--- config.mk ---
export PLATFORM = sky130hd
export DESIGN_NAME = tfilt_prop_filter
export DESIGN_NICKNAME = d
export VERILOG_FILES = /design/src/rtl/tfilt_pkg.sv /design/src/rtl/tfilt_rule_table.sv /design/src/rtl/tfilt_operand_mask.sv /design/src/rtl/tfilt_rule_eval.sv /design/src/rtl/tfilt_prop_filter.sv
export SDC_FILE = /design/constraint.sdc
export NUM_CORES = 1
export LEC_CHECK = 0
export ABC_AREA = 1
export BUFFER_PORTS_ARGS = -buffer_cell sky130_fd_sc_hd__buf_2
export CAP_MARGIN = 10
export CORE_MARGIN = 4
export CORE_UTILIZATION = 32
export DETAILED_ROUTE_END_ITERATION = 8
export PLACE_DENSITY = 0.45
export SLEW_MARGIN = 0
export SYNTH_ARGS = -nofsm -noshare
export SYNTH_HDL_FRONTEND = slang
export SYNTH_SLANG_ARGS = --single-unit
--- constraint.sdc ---
create_clock -name clk -period 5.25 [get_ports clk]
set_input_delay 1.05 -clock clk [delete_from_list [all_inputs] [get_ports clk]]
set_output_delay 1.05 -clock clk [all_outputs]
set_load 0.02 [all_outputs]
--- src/rtl/tfilt_pkg.sv ---
package tfilt_pkg;

  localparam int RULE_W = 2;

  typedef enum logic [RULE_W-1:0] {
    RULE_NEVER = 2'b00,
    RULE_ZERO  = 2'b01,
    RULE_UNARY = 2'b10,
    RULE_RSVD  = 2'b11
  } rule_e;

  // true for the codes that may resolve an instruction
  function automatic logic rule_can_resolve(rule_e r);
    return (r == RULE_ZERO) || (r == RULE_UNARY);
  endfunction

endpackage

--- src/rtl/tfilt_rule_table.sv ---
module tfilt_rule_table
  import tfilt_pkg::*;
#(
  parameter int OPC_W  = 8,
  parameter int CFG_DW = 32,
  parameter int CFG_AW = 4
) (
  input  logic              clk,
  input  logic              rst_n,
  input  logic              cfg_we,
  input  logic [CFG_AW-1:0] cfg_addr,
  input  logic [CFG_DW-1:0] cfg_wdata,
  output logic [CFG_DW-1:0] cfg_rdata,
  input  logic [OPC_W-1:0]  op_code,
  output rule_e             rule
);

  localparam int OPS_PER_WORD = CFG_DW / RULE_W;
  localparam int SEL_W        = $clog2(OPS_PER_WORD);
  localparam int NWORDS       = 1 << CFG_AW;

  logic [CFG_DW-1:0] words [NWORDS];

  // one register word per configuration address
  for (genvar w = 0; w < NWORDS; w++) begin : g_word
    logic hit;
    assign hit = cfg_we && (cfg_addr == CFG_AW'(w));
    always_ff @(posedge clk or negedge rst_n) begin
      if (!rst_n)   words[w] <= '0;
      else if (hit) words[w] <= cfg_wdata;
    end
  end

  assign cfg_rdata = words[cfg_addr];

  // lookup: upper opcode bits select the word, lower bits the field
  logic [CFG_AW-1:0] word_sel;
  logic [SEL_W-1:0]  field_sel;
  logic [CFG_DW-1:0] sel_word;
  logic [RULE_W-1:0] rule_bits;

  assign word_sel  = op_code[OPC_W-1 -: CFG_AW];
  assign field_sel = op_code[SEL_W-1:0];
  assign sel_word  = words[word_sel];
  assign rule_bits = sel_word[field_sel*RULE_W +: RULE_W];
  assign rule      = rule_e'(rule_bits);


  cfg_readback_chk: assert property (@(posedge clk) disable iff (!rst_n)
    ($past(cfg_we) && (cfg_addr == $past(cfg_addr))) |-> (cfg_rdata == $past(cfg_wdata)));

endmodule

--- src/rtl/tfilt_operand_mask.sv ---
module tfilt_operand_mask #(
  parameter int STATE_W = 2,
  parameter int N_OPND  = 3
) (
  input  logic [N_OPND-1:0][STATE_W-1:0] st_in,
  input  logic [N_OPND-1:0]              vld,
  output logic [N_OPND-1:0][STATE_W-1:0] st_masked,
  output logic [N_OPND-1:0]              opnd_nz
);

  for (genvar i = 0; i < N_OPND; i++) begin : g_opnd
    assign st_masked[i] = vld[i] ? st_in[i] : '0;
    assign opnd_nz[i]   = |st_masked[i];
  end

endmodule

--- src/rtl/tfilt_rule_eval.sv ---
module tfilt_rule_eval
  import tfilt_pkg::*;
#(
  parameter int STATE_W = 2,
  parameter int N_OPND  = 3
) (
  input  rule_e                          rule,
  input  logic [N_OPND-1:0][STATE_W-1:0] st_masked,
  input  logic [N_OPND-1:0]              opnd_nz,
  output logic                           resolved,
  output logic [STATE_W-1:0]             out_state,
  output logic [$clog2(N_OPND+1)-1:0]    nz_count
);

  localparam int CNT_W = $clog2(N_OPND + 1);

  function automatic logic [CNT_W-1:0] count_nonzero(logic [N_OPND-1:0] nz);
    logic [CNT_W-1:0] c;
    c = '0;
    for (int i = 0; i < N_OPND; i++) c = c + CNT_W'(nz[i]);
    return c;
  endfunction

  // with at most one non-zero operand the OR equals that operand
  function automatic logic [STATE_W-1:0] merge_operands(
      logic [N_OPND-1:0][STATE_W-1:0] s);
    logic [STATE_W-1:0] m;
    m = '0;
    for (int i = 0; i < N_OPND; i++) m = m | s[i];
    return m;
  endfunction

  logic [STATE_W-1:0] merged;

  assign nz_count = count_nonzero(opnd_nz);
  assign merged   = merge_operands(st_masked);

  always_comb begin
    resolved  = 1'b0;
    out_state = '0;
    unique case (rule)
      RULE_ZERO: begin
        resolved = (nz_count == '0);
      end
      RULE_UNARY: begin
        resolved  = (nz_count <= CNT_W'(1));
        out_state = resolved ? merged : '0;
      end
      default: begin
        resolved  = 1'b0;
      end
    endcase
  end

endmodule

--- src/rtl/tfilt_prop_filter.sv ---
module tfilt_prop_filter
  import tfilt_pkg::*;
#(
  parameter int OPC_W   = 8,
  parameter int STATE_W = 2,
  parameter int CFG_DW  = 32,
  parameter int CFG_AW  = $clog2(((1 << OPC_W) * 2) / CFG_DW)
) (
  input  logic               clk,
  input  logic               rst_n,
  input  logic               cfg_we,
  input  logic [CFG_AW-1:0]  cfg_addr,
  input  logic [CFG_DW-1:0]  cfg_wdata,
  output logic [CFG_DW-1:0]  cfg_rdata,
  input  logic [OPC_W-1:0]   op_code,
  input  logic [STATE_W-1:0] src1_state,
  input  logic               src1_vld,
  input  logic [STATE_W-1:0] src2_state,
  input  logic               src2_vld,
  input  logic [STATE_W-1:0] mem_state,
  input  logic               mem_vld,
  output logic               resolved,
  output logic [STATE_W-1:0] out_state
);

  localparam int N_OPND = 3;
  localparam int CNT_W  = $clog2(N_OPND + 1);

  rule_e                          rule;
  logic [N_OPND-1:0][STATE_W-1:0] st_vec;
  logic [N_OPND-1:0][STATE_W-1:0] st_masked;
  logic [N_OPND-1:0]              vld_vec;
  logic [N_OPND-1:0]              opnd_nz;
  logic [CNT_W-1:0]               nz_count;

  assign st_vec  = {mem_state, src2_state, src1_state};
  assign vld_vec = {mem_vld, src2_vld, src1_vld};

  tfilt_rule_table #(
    .OPC_W (OPC_W),
    .CFG_DW(CFG_DW),
    .CFG_AW(CFG_AW)
  ) u_table (
    .clk      (clk),
    .rst_n    (rst_n),
    .cfg_we   (cfg_we),
    .cfg_addr (cfg_addr),
    .cfg_wdata(cfg_wdata),
    .cfg_rdata(cfg_rdata),
    .op_code  (op_code),
    .rule     (rule)
  );

  tfilt_operand_mask #(
    .STATE_W(STATE_W),
    .N_OPND (N_OPND)
  ) u_mask (
    .st_in    (st_vec),
    .vld      (vld_vec),
    .st_masked(st_masked),
    .opnd_nz  (opnd_nz)
  );

  tfilt_rule_eval #(
    .STATE_W(STATE_W),
    .N_OPND (N_OPND)
  ) u_eval (
    .rule     (rule),
    .st_masked(st_masked),
    .opnd_nz  (opnd_nz),
    .resolved (resolved),
    .out_state(out_state),
    .nz_count (nz_count)
  );


  inactive_rule_chk: assert property (@(posedge clk) disable iff (!rst_n)
    !rule_can_resolve(rule) |-> !resolved);


  zero_rule_chk: assert property (@(posedge clk) disable iff (!rst_n)
    (rule == RULE_ZERO && resolved) |-> (opnd_nz == '0 && out_state == '0));


  unary_multi_chk: assert property (@(posedge clk) disable iff (!rst_n)
    (rule == RULE_UNARY && $countones(opnd_nz) >= 2) |-> !resolved);


  unary_forward_chk: assert property (@(posedge clk) disable iff (!rst_n)
    (rule == RULE_UNARY && resolved) |->
      (out_state == '0 || out_state == st_masked[0] ||
       out_state == st_masked[1] || out_state == st_masked[2]));


  masked_input_chk: assert property (@(posedge clk) disable iff (!rst_n)
    $onehot0(opnd_nz & ~vld_vec) && ((opnd_nz & ~vld_vec) == '0));


  unresolved_zero_chk: assert property (@(posedge clk) disable iff (!rst_n)
    !resolved |-> (out_state == '0));

endmodule

## Word level (Yosys, flattened, before mapping)

Index checks and enable logic that the tools add are counted.

- Add/sub/neg operators: 2
- Multiply operators: 0
- Divide/modulo/power cells: 0
- Magnitude comparators: 3
- Equality and inequality tests: 17
- Shifts and indexed selects: 1
- Mux-type cells: 12
- Bitwise gates (word level): 4
- Reductions and logical operators: 21

Operator list:

| kind | count |
|---|---|
| binary-select mux 32 bit (select 4 bit) | 2 |
| 2-to-1 mux 32 bit | 4 |
| equality test 4 bit, second input constant | 8 |
| variable part select 32 x 6 -> 2 bit | 1 |
| equality test 4 x 3 -> 1 bit, second input constant | 4 |
| logical AND 1 bit | 16 |
| >= comparator 5 bit, second input constant | 2 |
| 2-to-1 mux 2 bit | 5 |
| inverter 4 -> 5 bit | 2 |
| equality test 4 x 2 -> 1 bit, second input constant | 2 |
| OR reduction 2 bit | 3 |
| equality test 4 x 1 -> 1 bit, second input constant | 1 |
| logical NOT 4 bit | 1 |
| OR 2 bit | 2 |
| adder 1 x 1 -> 2 bit | 1 |
| adder 2 x 1 -> 2 bit | 1 |
| equality test 2 x 1 -> 1 bit, second input constant | 1 |
| equality test 2 bit, second input constant | 1 |
| less-or-equal comparator 2 x 1 -> 1 bit, second input constant | 1 |
| logical NOT 2 bit | 1 |
| one-hot mux 1 bit (2 select lines) | 1 |

- Register bits after elaboration: 512
- Bits in latches: 0
- Bits in writable memories: 0
- Bits in read-only memories: 0
- Bits of input ports: 56
- Output and inout bits: 35
- Logic and storage cells: 76
- Memories: 0

## Depth between registers and ports, before layout

- Depth after elaboration: 7
- Gate-level depth with buffers: 19
- Mapped depth without buffers: 17

## By module

From an unflattened synthesis, not the netlist that was laid out.

- Cells, all modules: 3,664
- Area, all modules: 27,475.1 µm²

By module, submodules not included:

| module | times used | cells each | area each (µm²) |
|---|---|---|---|
| tfilt_rule_table | 1 | 3,635 | 27,325.0 |
| tfilt_rule_eval | 1 | 14 | 93.8 |
| tfilt_operand_mask | 1 | 15 | 56.3 |

## Worst setup path after synthesis

Ideal clock, no wire load.

- Path kind: input port to output port
- Start point: in op_code[4]
- End point: out resolved
- Arrival time: 2.802 ns
- Required time: 4.200 ns
- Setup slack: 1.398 ns
- Stages: 15
- Path buffers: 3
- Cell sequence: buf_4 -> buf_6 -> buf_4 -> o21ai_0 -> nand3_1 -> nand3_1 -> nand3_1 -> nand2_1 -> nand2_1 -> nand3_1 -> nand3_1 -> nand2_1 -> inv_2 -> ha_1 -> a21oi_1

- Longest elaborated chain between the ends: 7
- Elaborated cells between the ends (all ways): 8
- Classes of those cells: eq/ne (2); shift (1); mux (4); bitwise (1)

Ends and longest elaborated chain:

| item | RTL line | source |
|---|---|---|
| start: declaration | tfilt_prop_filter.sv:15 | `input logic [OPC_W-1:0] op_code,` |
| inverter 4 -> 5 bit (implied by the code) (*) | tfilt_rule_table.sv:44 | `assign sel_word = words[word_sel];` |
| binary-select mux 32 bit (select 4 bit) (*) | tfilt_rule_table.sv:44 |  |
| 2-to-1 mux 32 bit (implied by the code) (*) (2 in a row) | tfilt_rule_table.sv:44 |  |
| variable part select 32 x 6 -> 2 bit (*) | tfilt_rule_table.sv:45 | `assign rule_bits = sel_word[field_sel*RULE_W +: RULE_W];` |
| equality test 2 bit / equality test 2 x 1 -> 1 bit (equally long branches) | tfilt_rule_eval.sv:41 | `unique case (rule)` |
| one-hot mux 1 bit (2 select lines) (*) | tfilt_rule_eval.sv:41 |  |
| end: declaration | tfilt_prop_filter.sv:22 | `output logic resolved,` |

Mark *: on every way between the ends. The rest lies on a longest branch, timed or not. The select of a mux whose other input is x is not followed.

## Worst setup path in the final report

Same ends and word-level chain as after synthesis.

==> flow_summary.json <==
{
  "synth-seq-area-share_pct": 46.6,
  "cts_tree": "done",
  "postCtsSetupBuffers": 0,
  "p_leak_nw": 13.9,
  "tns_ns": 0,
  "setup_slack_ns": 0.525,
  "place.detailed.hpwl_mm": 61.8,
  "vias_in_the_first_global_route": 25600,
  "cp_data_required_time_ns": 4.20,
  "max_clock_freq_mhz": 212,
  "met1_length_mm": 51.6,
  "drt_pass1_iterations": 6,
  "grt_max_degree": 115,
  "initial_antenna_violation_count": 3,
  "die_width_um": 301,
  "worst_pin_slew_ns": 1.06,
  "r2r.worst_path.cells": 2,
  "layout_top_registers": "u_table.words x512",
  "post_layout_nets": 3632,
  "relSlewSlack_pct": 29.4,
  "num_vias": 25900,
  "startpoint_of_the_worst_register_to_register_path": "u_table.words[123]",
  "multiInputGateArea_um2": 12600,
  "filler_cell_count": 9101,
  "rows": 107,
  "power_per_cell_area_nw_per_um2": 412,
  "grt_use_total_pct": 25.0,
  "post-synth-top-count-cell": "nand2_1",
  "cts.hold.buffers_added": 0,
  "drt_first_iter_violations": 2541,
  "areaGrowthSynthToFinish_pct": 14.1,
  "synthTopCellsByCount": "nand2_1, nand3_1, dfrtp_1, o21ai_0, clkbuf_1",
  "hold_class": "in -> async",
  "route.met3.wl_mm": 7.11,
  "asyncSetResetFlopFracSynth_pct": 100,
  "io_buffers": 90,
  "wl_per_cell_um": 23.8,
  "timing_max_transition_violations_final": 0,
  "worstSkewPairLatency_ns": 0.60,
  "ys.warnings.count": 0,
  "r2r_slack_ns": 4.48,
  "cp-endpoint": "resolved",
  "finClkSkew_ns": 0,
  "worstPathArrival_ns": 3.67,
  "avgSynthCellArea_um2": 7.51,
  "clock_path_buffers": 3,
  "dr.max_layer_used": "met4",
  "worstPathCellList": "buf_8 -> buf_12 -> nand2_1 -> nand3_1 -> nand3_1 -> nand3_1 -> nand3_1 -> nand2_1 -> nand2_1 -> nand3_1 -> nand3_1 -> nand2_1 -> inv_2 -> ha_1 -> a21oi_1 -> buf_2",
  "final-seq-area_um2": 12800,
  "tritoncts.num_buffers": 66,
  "worst_path_largest_cell_delay_ns": 0.46,
  "post-synth-top-area-fraction_pct": 46.6,
  "register_name_with_the_most_flops": "u_table.words",
  "synth.top_cells.by_area": "dfrtp_1, nand2_1, nand3_1, o21ai_0, a22oi_1",
  "synth.cell_area_um2": 27500,
  "gp_congestion": 0.770,
  "critical_path.reg2reg.endpoint": "u_table.words[123]",
  "endpoint_kind": "output pin",
  "clock_sink_count": 512,
  "post_route_cells_drive_above_1_share_pct": 8.39,
  "placeableCoreArea_um2": 85100,
  "yosys_most_used_dff": "dfrtp_1",
  "yosys.cell_types.count": 25,
  "critical-path-top-cell-by-count": "nand3_1",
  "hold_viol_final": 0,
  "antenna_violating_nets_post_route": 0,
  "power.ir.vdd_worst_mv": 0.211,
  "initial_core_utilization_pct": 32.3,
  "run_status": "completed",
  "critPathKind": "in -> out",
  "synth_largest_area_cell": "dfrtp_1",
  "cts_root_buffer": "clkbuf_16",
  "route.final.wire_length_mm": 113,
  "drc": 0,
  "max_capacitance_violation_count": 0,
  "post_route_clock_period_utilization_pct": 90.0,
  "timing.critical_path.slowest_stage_cell": "buf_12",
  "die-height_um": 301,
  "crit_path_start": "op_code[4]",
  "worst_setup_path_start_kind": "primary input",
  "avgViaCountPerCell": 5.44,
  "unrepaired_setup_endpoints_after_global_routing": "false",
  "min_period_ns": 4.72,
  "ctsHtreeMaxLevel": 3,
  "synth_edf_count": 0,
  "postCtsResizedCells": 0,
  "critPathMaxFanout": 114,
  "ioPinCount": 91,
  "clkSlewWorstSetupHoldPaths_ns": 0.05,
  "syn-num-nets": 3720,
  "die-area_um2": 90600,
  "syn_inst_count": 3661,
  "ys_seq_elements": 512,
  "grt-ovfl-total": 0,
  "grt_first_pass_wirelength_mm": 171,
  "place_ws_ns": 0.604,
  "setup_viol": 0,
  "met2_routed_wirelength_mm": 51.8,
  "largest_reg_flops": 512
}
[through the flow]
step	power, mW	std cells	util, %	area [µm²]	hold WS (ns)
after floorplan	7.13	3661	-	27500	0.474
after global placement	8.06	4649	34.1	29000	0.493
after detailed placement	8.07	4649	34.1	29000	0.495
after CTS	13.0	4767	36.8	31300	0.510
after global routing	13.7	4768	36.8	31300	0.527
final	12.9	4770	36.8	31300	0.506
[placed cells by master (no fill, tap or decap), types with 14 or more instances in the layout]
master	instances
o211ai_1	128
nand3_1	617
clkinv_2	14
clkbuf_16	69
buf_2	84
nor2_1	130
buf_12	34
clkbuf_8	14
nand2_1	1062
o21ai_0	353
nand4_1	32
inv_1	172
a21oi_1	135
o21ai_1	37
dfrtp_1	512
a22oi_1	128
buf_4	42
[worst max-delay path, delay by kind of cell]
| family | cells | cell delay (ns) |
|---|---|---|
| compound gates | 1 | 0.13 |
| fa+ha+maj | 1 | 0.28 |
| buf+inv | 4 | 0.84 |
| simple gates | 10 | 1.34 |
[area by class of cell]
| cell class | count | share of cell area (%) |
|---|---|---|
| clock inverters | 25 | 1.17 |
| repair buffers | 164 | 4.69 |
| inverters | 181 | 2.21 |
| well taps | 1144 | 4.57 |
| diodes | 3 | 0.0239 |
| flip-flops and latches | 512 | 40.9 |
| multi-input cells | 2648 | 40.2 |
| clock buffers | 93 | 6.24 |
[where the power goes]
| group | total, mW | internal, mW | switching [mW] |
|---|---|---|---|
| Sequential | 5.49 | 4.83 | 0.666 |
| Combinational | 2.52 | 0.944 | 1.58 |
| Clock | 4.91 | 3.00 | 1.91 |
| Total | 12.9 | 8.77 | 4.15 |
[logic make-up after synthesis]
kind of cell,after synthesis,synth area share [%]
flops,512,46.6
fa+ha+maj,3,0.164
buf+inv,501,7.90
compound gates,781,16.6
simple gates,1864,28.8
[worst min path at each step]
stage / start / to
floorplan: u_table.words[404] / u_table.words[404]
global placement: u_table.words[15] / u_table.words[15]
detailed placement: u_table.words[132] / u_table.words[132]
CTS: u_table.words[132] / u_table.words[132]
global route: u_table.words[266] / u_table.words[266]
finish: rst_n / u_table.words[190]
[metal layers]
layer | GRT usage, % | vias to the layer above
met1 | 35.4 | 12700
li1 | - | 12200
met3 | 3.70 | 173
met4 | 7.20 | 0
met2 | 39.8 | 892
met5 | 0 | -
Power figures use the tool's default switching activity.
